<file path="config.mk">
export PLATFORM = sky130hd
export DESIGN_NAME = pbuf_ctrl
export DESIGN_NICKNAME = d
export VERILOG_FILES = /design/src/rtl/pb_pkg.sv /design/src/rtl/pb_tag_store.sv /design/src/rtl/pb_lru.sv /design/src/rtl/pb_drain.sv /design/src/rtl/pbuf_ctrl.sv
export SDC_FILE = /design/constraint.sdc
export NUM_CORES = 1
export LEC_CHECK = 0
export CAP_MARGIN = 5
export CORE_ASPECT_RATIO = 1.25
export CORE_MARGIN = 2
export CORE_UTILIZATION = 35
export DETAILED_ROUTE_END_ITERATION = 8
export SYNTH_ARGS = -nofsm -noshare
export SYNTH_HDL_FRONTEND = slang
export SYNTH_SLANG_ARGS = --single-unit
</file>
<file path="constraint.sdc">
create_clock -name clk -period 7.6 [get_ports clk]
set_input_delay 1.52 -clock clk [delete_from_list [all_inputs] [get_ports clk]]
set_output_delay 1.52 -clock clk [all_outputs]
set_load 0.1 [all_outputs]
</file>
<file path="src/rtl/pb_pkg.sv">
package pb_pkg;

  typedef enum logic [2:0] {
    ST_IDLE,
    ST_DRAIN,
    ST_CLEAR,
    ST_FETCH,
    ST_WAITF
  } pb_state_e;

  // Frame index of a (set, way) pair in the flat buffer.
  function automatic int unsigned frame_of(int unsigned set_idx, int unsigned way_idx,
                                           int unsigned ways);
    return set_idx * ways + way_idx;
  endfunction

  // A line must reach main memory if the page has no copy there or the line is dirty.
  function automatic logic line_needed(logic present, logic dirty);
    return !present || dirty;
  endfunction

endpackage

</file>
<file path="src/rtl/pb_tag_store.sv">
module pb_tag_store #(
  parameter int SETS   = 4,
  parameter int WAYS   = 2,
  parameter int LINES  = 16,
  parameter int PAGE_W = 12,
  localparam int SET_W = $clog2(SETS),
  localparam int WAY_W = (WAYS > 1) ? $clog2(WAYS) : 1,
  localparam int LN_W  = $clog2(LINES)
) (
  input  logic              clk,
  input  logic              rst_n,
  input  logic [SET_W-1:0]  set_i,
  input  logic [PAGE_W-1:0] page_i,
  input  logic [WAY_W-1:0]  way_i,
  output logic              hit_o,
  output logic [WAY_W-1:0]  hit_way_o,
  output logic [WAYS-1:0]   valid_o,
  output logic              present_o,
  output logic [PAGE_W-1:0] page_o,
  output logic [LINES-1:0]  dirty_o,
  input  logic              mark_en,
  input  logic [LN_W-1:0]   mark_line,
  input  logic              clear_en,
  input  logic              fill_en,
  input  logic              fill_present
);

  logic [WAYS-1:0]   vld_q  [SETS];
  logic [WAYS-1:0]   pres_q [SETS];
  logic [PAGE_W-1:0] pg_q   [SETS][WAYS];
  logic [LINES-1:0]  dty_q  [SETS][WAYS];
  logic [WAYS-1:0]   match;

  for (genvar w = 0; w < WAYS; w++) begin : g_cmp
    assign match[w] = vld_q[set_i][w] && (pg_q[set_i][w] == page_i);
  end

  always_comb begin
    hit_way_o = '0;
    for (int w = 0; w < WAYS; w++)
      if (match[w]) hit_way_o = WAY_W'(w);
  end

  assign hit_o     = |match;
  assign valid_o   = vld_q[set_i];
  assign present_o = pres_q[set_i][way_i];
  assign page_o    = pg_q[set_i][way_i];
  assign dirty_o   = dty_q[set_i][way_i];

  always_ff @(posedge clk or negedge rst_n) begin
    if (!rst_n) begin
      for (int s = 0; s < SETS; s++) begin
        vld_q[s]  <= '0;
        pres_q[s] <= '0;
        for (int w = 0; w < WAYS; w++) dty_q[s][w] <= '0;
      end
    end else begin
      if (clear_en) begin
        vld_q[set_i][way_i]  <= 1'b0;
        pres_q[set_i][way_i] <= 1'b0;
        dty_q[set_i][way_i]  <= '0;
      end
      if (fill_en) begin
        vld_q[set_i][way_i]  <= 1'b1;
        pres_q[set_i][way_i] <= fill_present;
        dty_q[set_i][way_i]  <= '0;
      end
      if (mark_en) dty_q[set_i][way_i][mark_line] <= 1'b1;
    end
  end

  always_ff @(posedge clk) begin
    if (fill_en) pg_q[set_i][way_i] <= page_i;
  end

endmodule

</file>
<file path="src/rtl/pb_lru.sv">
module pb_lru #(
  parameter int SETS = 4,
  parameter int WAYS = 2,
  localparam int SET_W = $clog2(SETS),
  localparam int WAY_W = (WAYS > 1) ? $clog2(WAYS) : 1
) (
  input  logic             clk,
  input  logic             rst_n,
  input  logic [SET_W-1:0] set_i,
  input  logic             touch_i,
  input  logic [WAY_W-1:0] touch_way_i,
  input  logic [WAYS-1:0]  valid_i,
  output logic [WAY_W-1:0] victim_o
);

  // Age 0 = most recent, WAYS-1 = least recent; ages of a set stay a permutation.
  logic [WAY_W-1:0] age_q [SETS][WAYS];

  always_ff @(posedge clk or negedge rst_n) begin
    if (!rst_n) begin
      for (int s = 0; s < SETS; s++)
        for (int w = 0; w < WAYS; w++) age_q[s][w] <= WAY_W'(w);
    end else if (touch_i) begin
      for (int w = 0; w < WAYS; w++) begin
        if (WAY_W'(w) == touch_way_i)
          age_q[set_i][w] <= '0;
        else if (age_q[set_i][w] < age_q[set_i][touch_way_i])
          age_q[set_i][w] <= age_q[set_i][w] + 1'b1;
      end
    end
  end

  always_comb begin
    logic found;
    found    = 1'b0;
    victim_o = '0;
    for (int w = 0; w < WAYS; w++)
      if (!found && !valid_i[w]) begin
        victim_o = WAY_W'(w);
        found    = 1'b1;
      end
    for (int w = 0; w < WAYS; w++)
      if (!found && age_q[set_i][w] == WAY_W'(WAYS - 1)) begin
        victim_o = WAY_W'(w);
        found    = 1'b1;
      end
  end

endmodule

</file>
<file path="src/rtl/pb_drain.sv">
module pb_drain #(
  parameter int LINES = 16,
  localparam int LN_W = $clog2(LINES)
) (
  input  logic             clk,
  input  logic             rst_n,
  input  logic             start_i,
  input  logic             en_i,
  input  logic             present_i,
  input  logic [LINES-1:0] dirty_i,
  input  logic             ready_i,
  output logic [LN_W-1:0]  line_o,
  output logic             need_o,
  output logic             advance_o,
  output logic             last_o
);

  logic [LN_W-1:0] cnt_q;

  assign line_o    = cnt_q;
  assign need_o    = en_i && pb_pkg::line_needed(present_i, dirty_i[cnt_q]);
  assign advance_o = en_i && (!need_o || ready_i);
  assign last_o    = advance_o && (cnt_q == LN_W'(LINES - 1));

  always_ff @(posedge clk or negedge rst_n) begin
    if (!rst_n)         cnt_q <= '0;
    else if (start_i)   cnt_q <= '0;
    else if (advance_o) cnt_q <= cnt_q + 1'b1;
  end

endmodule

</file>
<file path="src/rtl/pbuf_ctrl.sv">
module pbuf_ctrl #(
  parameter int SETS   = 4,
  parameter int WAYS   = 2,
  parameter int LINES  = 16,
  parameter int PAGE_W = 12,
  parameter int DATA_W = 32,
  localparam int SET_W = $clog2(SETS),
  localparam int WAY_W = (WAYS > 1) ? $clog2(WAYS) : 1,
  localparam int LN_W  = $clog2(LINES),
  localparam int FR_W  = $clog2(SETS * WAYS)
) (
  input  logic              clk,
  input  logic              rst_n,
  input  logic              req_valid,
  input  logic              req_write,
  input  logic [PAGE_W-1:0] req_page,
  input  logic [LN_W-1:0]   req_line,
  output logic              req_ready,
  output logic              resp_valid,
  output logic [FR_W-1:0]   resp_frame,
  output logic [LN_W-1:0]   resp_line,
  output logic              fetch_valid,
  output logic [PAGE_W-1:0] fetch_page,
  output logic [FR_W-1:0]   fetch_frame,
  input  logic              fetch_ready,
  input  logic              fetch_done,
  input  logic              fetch_in_mem,
  output logic [FR_W-1:0]   arr_rd_frame,
  output logic [LN_W-1:0]   arr_rd_line,
  input  logic [DATA_W-1:0] arr_rd_data,
  output logic              wq_valid,
  output logic [PAGE_W-1:0] wq_page,
  output logic [LN_W-1:0]   wq_line,
  output logic [DATA_W-1:0] wq_data,
  input  logic              wq_ready
);

  pb_pkg::pb_state_e state_q;
  logic [PAGE_W-1:0] miss_page_q;
  logic [WAY_W-1:0]  vic_way_q;
  logic              resp_valid_q;
  logic [FR_W-1:0]   resp_frame_q;
  logic [LN_W-1:0]   resp_line_q;

  logic              in_idle, hit, vic_valid;
  logic [WAY_W-1:0]  hit_way, victim, cur_way;
  logic [SET_W-1:0]  req_set, cur_set;
  logic [PAGE_W-1:0] cur_page, vic_page;
  logic [WAYS-1:0]   set_valid;
  logic              vic_present;
  logic [LINES-1:0]  vic_dirty;
  logic [FR_W-1:0]   vic_frame;
  logic              drain_need, drain_adv, drain_last;
  logic [LN_W-1:0]   drain_line;

  // Named internal events
  logic hit_acc, miss_start, clear_evt, fill_evt, line_emit;

  assign in_idle    = (state_q == pb_pkg::ST_IDLE);
  assign req_set    = req_page[SET_W-1:0];
  assign cur_set    = in_idle ? req_set : miss_page_q[SET_W-1:0];
  assign cur_way    = in_idle ? hit_way : vic_way_q;
  assign cur_page   = in_idle ? req_page : miss_page_q;
  assign hit_acc    = in_idle && req_valid && hit;
  assign miss_start = in_idle && req_valid && !hit;
  assign clear_evt  = (state_q == pb_pkg::ST_CLEAR);
  assign fill_evt   = (state_q == pb_pkg::ST_WAITF) && fetch_done;
  assign vic_valid  = set_valid[victim];
  assign vic_frame  = FR_W'(pb_pkg::frame_of(32'(miss_page_q[SET_W-1:0]), 32'(vic_way_q), WAYS));

  pb_tag_store #(.SETS(SETS), .WAYS(WAYS), .LINES(LINES), .PAGE_W(PAGE_W)) u_tags (
    .clk(clk), .rst_n(rst_n), .set_i(cur_set), .page_i(cur_page), .way_i(cur_way),
    .hit_o(hit), .hit_way_o(hit_way), .valid_o(set_valid), .present_o(vic_present),
    .page_o(vic_page), .dirty_o(vic_dirty),
    .mark_en(hit_acc && req_write), .mark_line(req_line),
    .clear_en(clear_evt), .fill_en(fill_evt), .fill_present(fetch_in_mem)
  );

  pb_lru #(.SETS(SETS), .WAYS(WAYS)) u_lru (
    .clk(clk), .rst_n(rst_n), .set_i(cur_set), .touch_i(hit_acc),
    .touch_way_i(hit_way), .valid_i(set_valid), .victim_o(victim)
  );

  pb_drain #(.LINES(LINES)) u_drain (
    .clk(clk), .rst_n(rst_n), .start_i(miss_start),
    .en_i(state_q == pb_pkg::ST_DRAIN), .present_i(vic_present), .dirty_i(vic_dirty),
    .ready_i(wq_ready), .line_o(drain_line), .need_o(drain_need),
    .advance_o(drain_adv), .last_o(drain_last)
  );

  assign line_emit    = drain_need && wq_ready;
  assign req_ready    = hit_acc;
  assign resp_valid   = resp_valid_q;
  assign resp_frame   = resp_frame_q;
  assign resp_line    = resp_line_q;
  assign wq_valid     = drain_need;
  assign wq_page      = vic_page;
  assign wq_line      = drain_line;
  assign wq_data      = arr_rd_data;
  assign arr_rd_frame = vic_frame;
  assign arr_rd_line  = drain_line;
  assign fetch_valid  = (state_q == pb_pkg::ST_FETCH);
  assign fetch_page   = miss_page_q;
  assign fetch_frame  = vic_frame;

  always_ff @(posedge clk or negedge rst_n) begin
    if (!rst_n) begin
      state_q      <= pb_pkg::ST_IDLE;
      miss_page_q  <= '0;
      vic_way_q    <= '0;
      resp_valid_q <= 1'b0;
      resp_frame_q <= '0;
      resp_line_q  <= '0;
    end else begin
      resp_valid_q <= hit_acc;
      if (hit_acc) begin
        resp_frame_q <= FR_W'(pb_pkg::frame_of(32'(req_set), 32'(hit_way), WAYS));
        resp_line_q  <= req_line;
      end
      unique case (state_q)
        pb_pkg::ST_IDLE:
          if (miss_start) begin
            miss_page_q <= req_page;
            vic_way_q   <= victim;
            state_q     <= vic_valid ? pb_pkg::ST_DRAIN : pb_pkg::ST_CLEAR;
          end
        pb_pkg::ST_DRAIN: if (drain_last)  state_q <= pb_pkg::ST_CLEAR;
        pb_pkg::ST_CLEAR:                  state_q <= pb_pkg::ST_FETCH;
        pb_pkg::ST_FETCH: if (fetch_ready) state_q <= pb_pkg::ST_WAITF;
        pb_pkg::ST_WAITF: if (fetch_done)  state_q <= pb_pkg::ST_IDLE;
        default:                           state_q <= pb_pkg::ST_IDLE;
      endcase
    end
  end

endmodule

</file>
==> impl_metrics.tcl <==
set metrics [dict create \
    cpMaxStageDelayCell "a2111oi_0" \
    utilization 0.4124 \
    synth-seq-cells 276 \
    pwr-share-seq 0.249 \
    comb_power_share 0.534 \
    power_density_nw_per_um2 467.8 \
    r2r_slack_ns 1.70 \
    dieArea_sq_um 40640 \
    via_per_inst 5.535 \
    finClkSkew_ns 0.01730 \
    clk_latency_ns 0.52 \
    fill_cells 3681 \
    yosys_warnings 0 \
    via_count 10330 \
    routed_wl_um 39710 \
    cts_max_level 2 \
    period_share 0.9454 \
    cts_setup_buffers 0 \
    critical_path_buf_inv_count 3 \
    async_flop_share 0.6522 \
    synth_area_leaders "dfrtp_1, edfxtp_1, nand2_1" \
    min_from "u_tags.dty_q[85]$_DFF_PN0_" \
    syn_to_final_growth_pct 15.73 \
    overflow 0 \
    hold_depth 2 \
    io_buffers 72 \
    synth_seq_area_share 0.5411 \
    tightest_slew_ns 1.083 \
    dr.pass1.iters 5 \
    crit_top_cell "buf_12" \
    die_w_um 180.7 \
    die_y_um 224.9 \
    cp.arrival_ns 5.66 \
    setup_viol_count_final 0 \
    finalSetupTns_ns 0 \
    grt_max_degree 101 \
    internal-power_w 0.003820 \
    core_sq_um 38340 \
    layout_min_cycle_time_ns 7.185 \
    gp_congestion 0.8544 \
    syn_area_sq_um 13660 \
    fin_nets 1407 \
    status "finished, final reports clean" \
    antenna_left 0 \
    hold_class "flip-flop to flip-flop" \
    cp.depth 11 \
    cts_sinks 276 \
    drv_slew 0 \
    synth_edf_count 96 \
    grt_pass1_vias 10260 \
    start_util 0.3564 \
    crit_path_end_kind "primary output" \
    clkPwrFrac 0.217 \
    cts_tree "yes" \
    max_clock_freq_ghz 0.1392 \
    route.detailed.drc 0 \
    synth.avg_cell_area_sq_um 10.23 \
    hold_viol_final 0 \
    hpwl_um 25910 \
    clockBufferDepth 3 \
    wl_per_cell_um 21.27 \
    swShare 0.4835 \
    layout-drive-gt1-share 0.1229 \
    ys_types 69 \
    holdBufCountCts 0 \
    synth_ff_type "dfrtp_1" \
    reg2reg_depth 18 \
    drv_cap 0 \
    criticalPathCategory "input port to primary output" \
    relSlewSlack 0.2750 \
    synth_area_leader_cell "dfrtp_1" \
    crit_required_ns 6.08 \
    leakage_nw 6.454 \
    post_dp_cell_area_sq_um 14710 \
    crit_family "simple AND/OR/NAND/NOR gates" \
    clk_pin_slew_ns 0.06 \
    cp_cell_sequence "clkdlybuf4s50_1 -> or4b_4 -> and2_2 -> buf_12 -> mux2_2 -> xnor2_1 -> a2111oi_0 -> nand4_1 -> or4_1 -> a21oi_1 -> buf_12" \
    cpPeakStageDelay_ns 0.66 \
    fin_area_sq_um 15810 \
    drt_iter0_markers 875 \
    diodes 0 \
    worstHoldEndpoint "u_tags.dty_q[85]$_DFF_PN0_" \
    rsz0062_at_grt "false" \
    syn-num-nets 1393 \
    synth_cells 1336 \
    p_switching_w 0.003576 \
    root_buffer "clkbuf_16" \
    yosysTopAreaCellShare 0.3224 \
    grt_pass1_wl_um 60910 \
    cp_max_fo 61 \
    r2r_start "state_q[0]$_DFFE_PN0P_" \
    r2r_end "u_tags.dty_q[47]$_DFF_PN0_" \
    antenna_found_initial 0 \
    cts.repair.resized 0 \
    rows 80 \
    cts-buffers-inserted 34 \
    startpoint_type "input port" \
    grtUsageTotal 0.1925 \
    io_pins 137 \
    peakVddDrop_mv 0.7312 \
]
## cells in the final DEF (no fill, tap or decap), types with 5 or more instances in the layout
cell             Yosys  routed
nand2_1            340     340
mux2i_1             65      65
inv_1               13      13
xor2_1               5       5
a21oi_1             13      13
mux4_2               9       9
clkbuf_1            48      12
nor2b_1              8       8
xnor2_1             19      19
buf_12               0      15
and3_1              16      16
clkbuf_16            0      34
nor3_1               9       8
nand4_1              6       6
clkdlybuf4s50_1      0      57
a22o_1              52      52
nand3_1            104     104
mux2_2              38      38
and2_1               7       6
a31oi_1             11      11
a211oi_1             8       8
dfrtp_1            176     176
edfxtp_1            96      96
buf_4               44      32
nor2_1              34      34
o21ai_0            109     109
## Yosys cell counts (5+ instances only)
cell / n
xnor2_1: 19
dfrtp_1: 176
buf_1: 15
inv_1: 13
buf_6: 5
clkbuf_1: 48
a21oi_1: 13
nor3_1: 9
xor2_1: 5
a211oi_1: 8
nor2b_1: 8
buf_2: 15
buf_4: 44
nor2_1: 34
and2_1: 7
o21ai_0: 109
edfxtp_1: 96
and3_1: 16
mux2_2: 38
a31oi_1: 11
nand2_1: 340
mux4_2: 9
nand3_1: 104
nand4_1: 6
a22o_1: 52
mux2i_1: 65
## worst max-delay path by stage
stage / start / end / slack [ns]
floorplan: req_page[0] / wq_page[4] / 0.37
global placement: req_page[1] / req_ready / 0.43
detailed placement: req_page[1] / req_ready / 0.34
CTS: req_page[1] / req_ready / 0.37
global route: req_page[1] / req_ready / 0.23
finish: req_page[0] / req_ready / 0.42
## power by group through the flow
stage / Sequential [W] / Clock (W) / Combinational, W
5_1_grt: 0.00185 / 0.00169 / 0.00417
3_5_place_dp: 0.00187 / 0 / 0.00395
2_1_floorplan: 0.00209 / 0 / 0.00253
4_1_cts: 0.00184 / 0.00162 / 0.00397
6_report: 0.00184 / 0.00160 / 0.00395
3_3_place_gp: 0.00186 / 0 / 0.00395
## registers in the layout, summed over array words and instances, names as in the netlist, 4 cells and up
register	flops
fetch_page	12
u_tags.vld_q	8
u_tags.dty_q	128
u_tags.pg_q	96
u_tags.pres_q	8
resp_line	4
u_drain.line_o	4
u_lru.age_q	8
## stage by stage
step           power [W]  setup slack, ns  hold WS [ns]  instances
3_5_place_dp    0.005818           0.3411        0.4698       1806
3_3_place_gp    0.005809           0.4292        0.4607       1806
6_report        0.007397           0.4153        0.4783       1867
5_1_grt         0.007706           0.2307        0.4956       1867
4_1_cts         0.007432           0.3709        0.4820       1867
2_1_floorplan   0.004625           0.3737        0.4446       1336
## per-layer routing
metal | vias to the layer above | wire length [um] | global-route usage
met2 | 394 | 19650 | 0.3308
met5 | - | 0 | 0
li1 | 4692 | - | -
met4 | 0 | 1419 | 0.07544
met1 | 5159 | 16170 | 0.2412
met3 | 89 | 2471 | 0.03345
## tightest hold or removal path: cells and delay by family (launching register included)
kind	cells	cell delay (ns)
flip-flops	1	0.34
AND/OR/NAND/NOR	1	0.04
AO/OA/AOI/OAI	1	0.06
## cell type report
type / instances / area (sq um) / share of cell area
tap: 492 / 615.6 / 0.03894
clock inverter: 11 / 148.9 / 0.009418
timing repair buffer: 105 / 1122 / 0.07099
sequential: 276 / 7392 / 0.4676
clock buffer: 50 / 950.9 / 0.06015
multi-input combinational: 918 / 5520 / 0.3492
inverter: 15 / 60.06 / 0.003799
## logic make-up (layout without fill, tap and decap cells)
family / after synthesis / after routing / share of synthesized area
simple gates: 549 / 549 / 0.1767
flops: 276 / 276 / 0.5411
compound gates: 229 / 229 / 0.1129
buf+inv: 142 / 181 / 0.05532
mux: 114 / 114 / 0.09653
xor+xnor: 25 / 25 / 0.01658
fa+ha+maj: 1 / 1 / 0.0009157
Power figures use the tool's default switching activity.
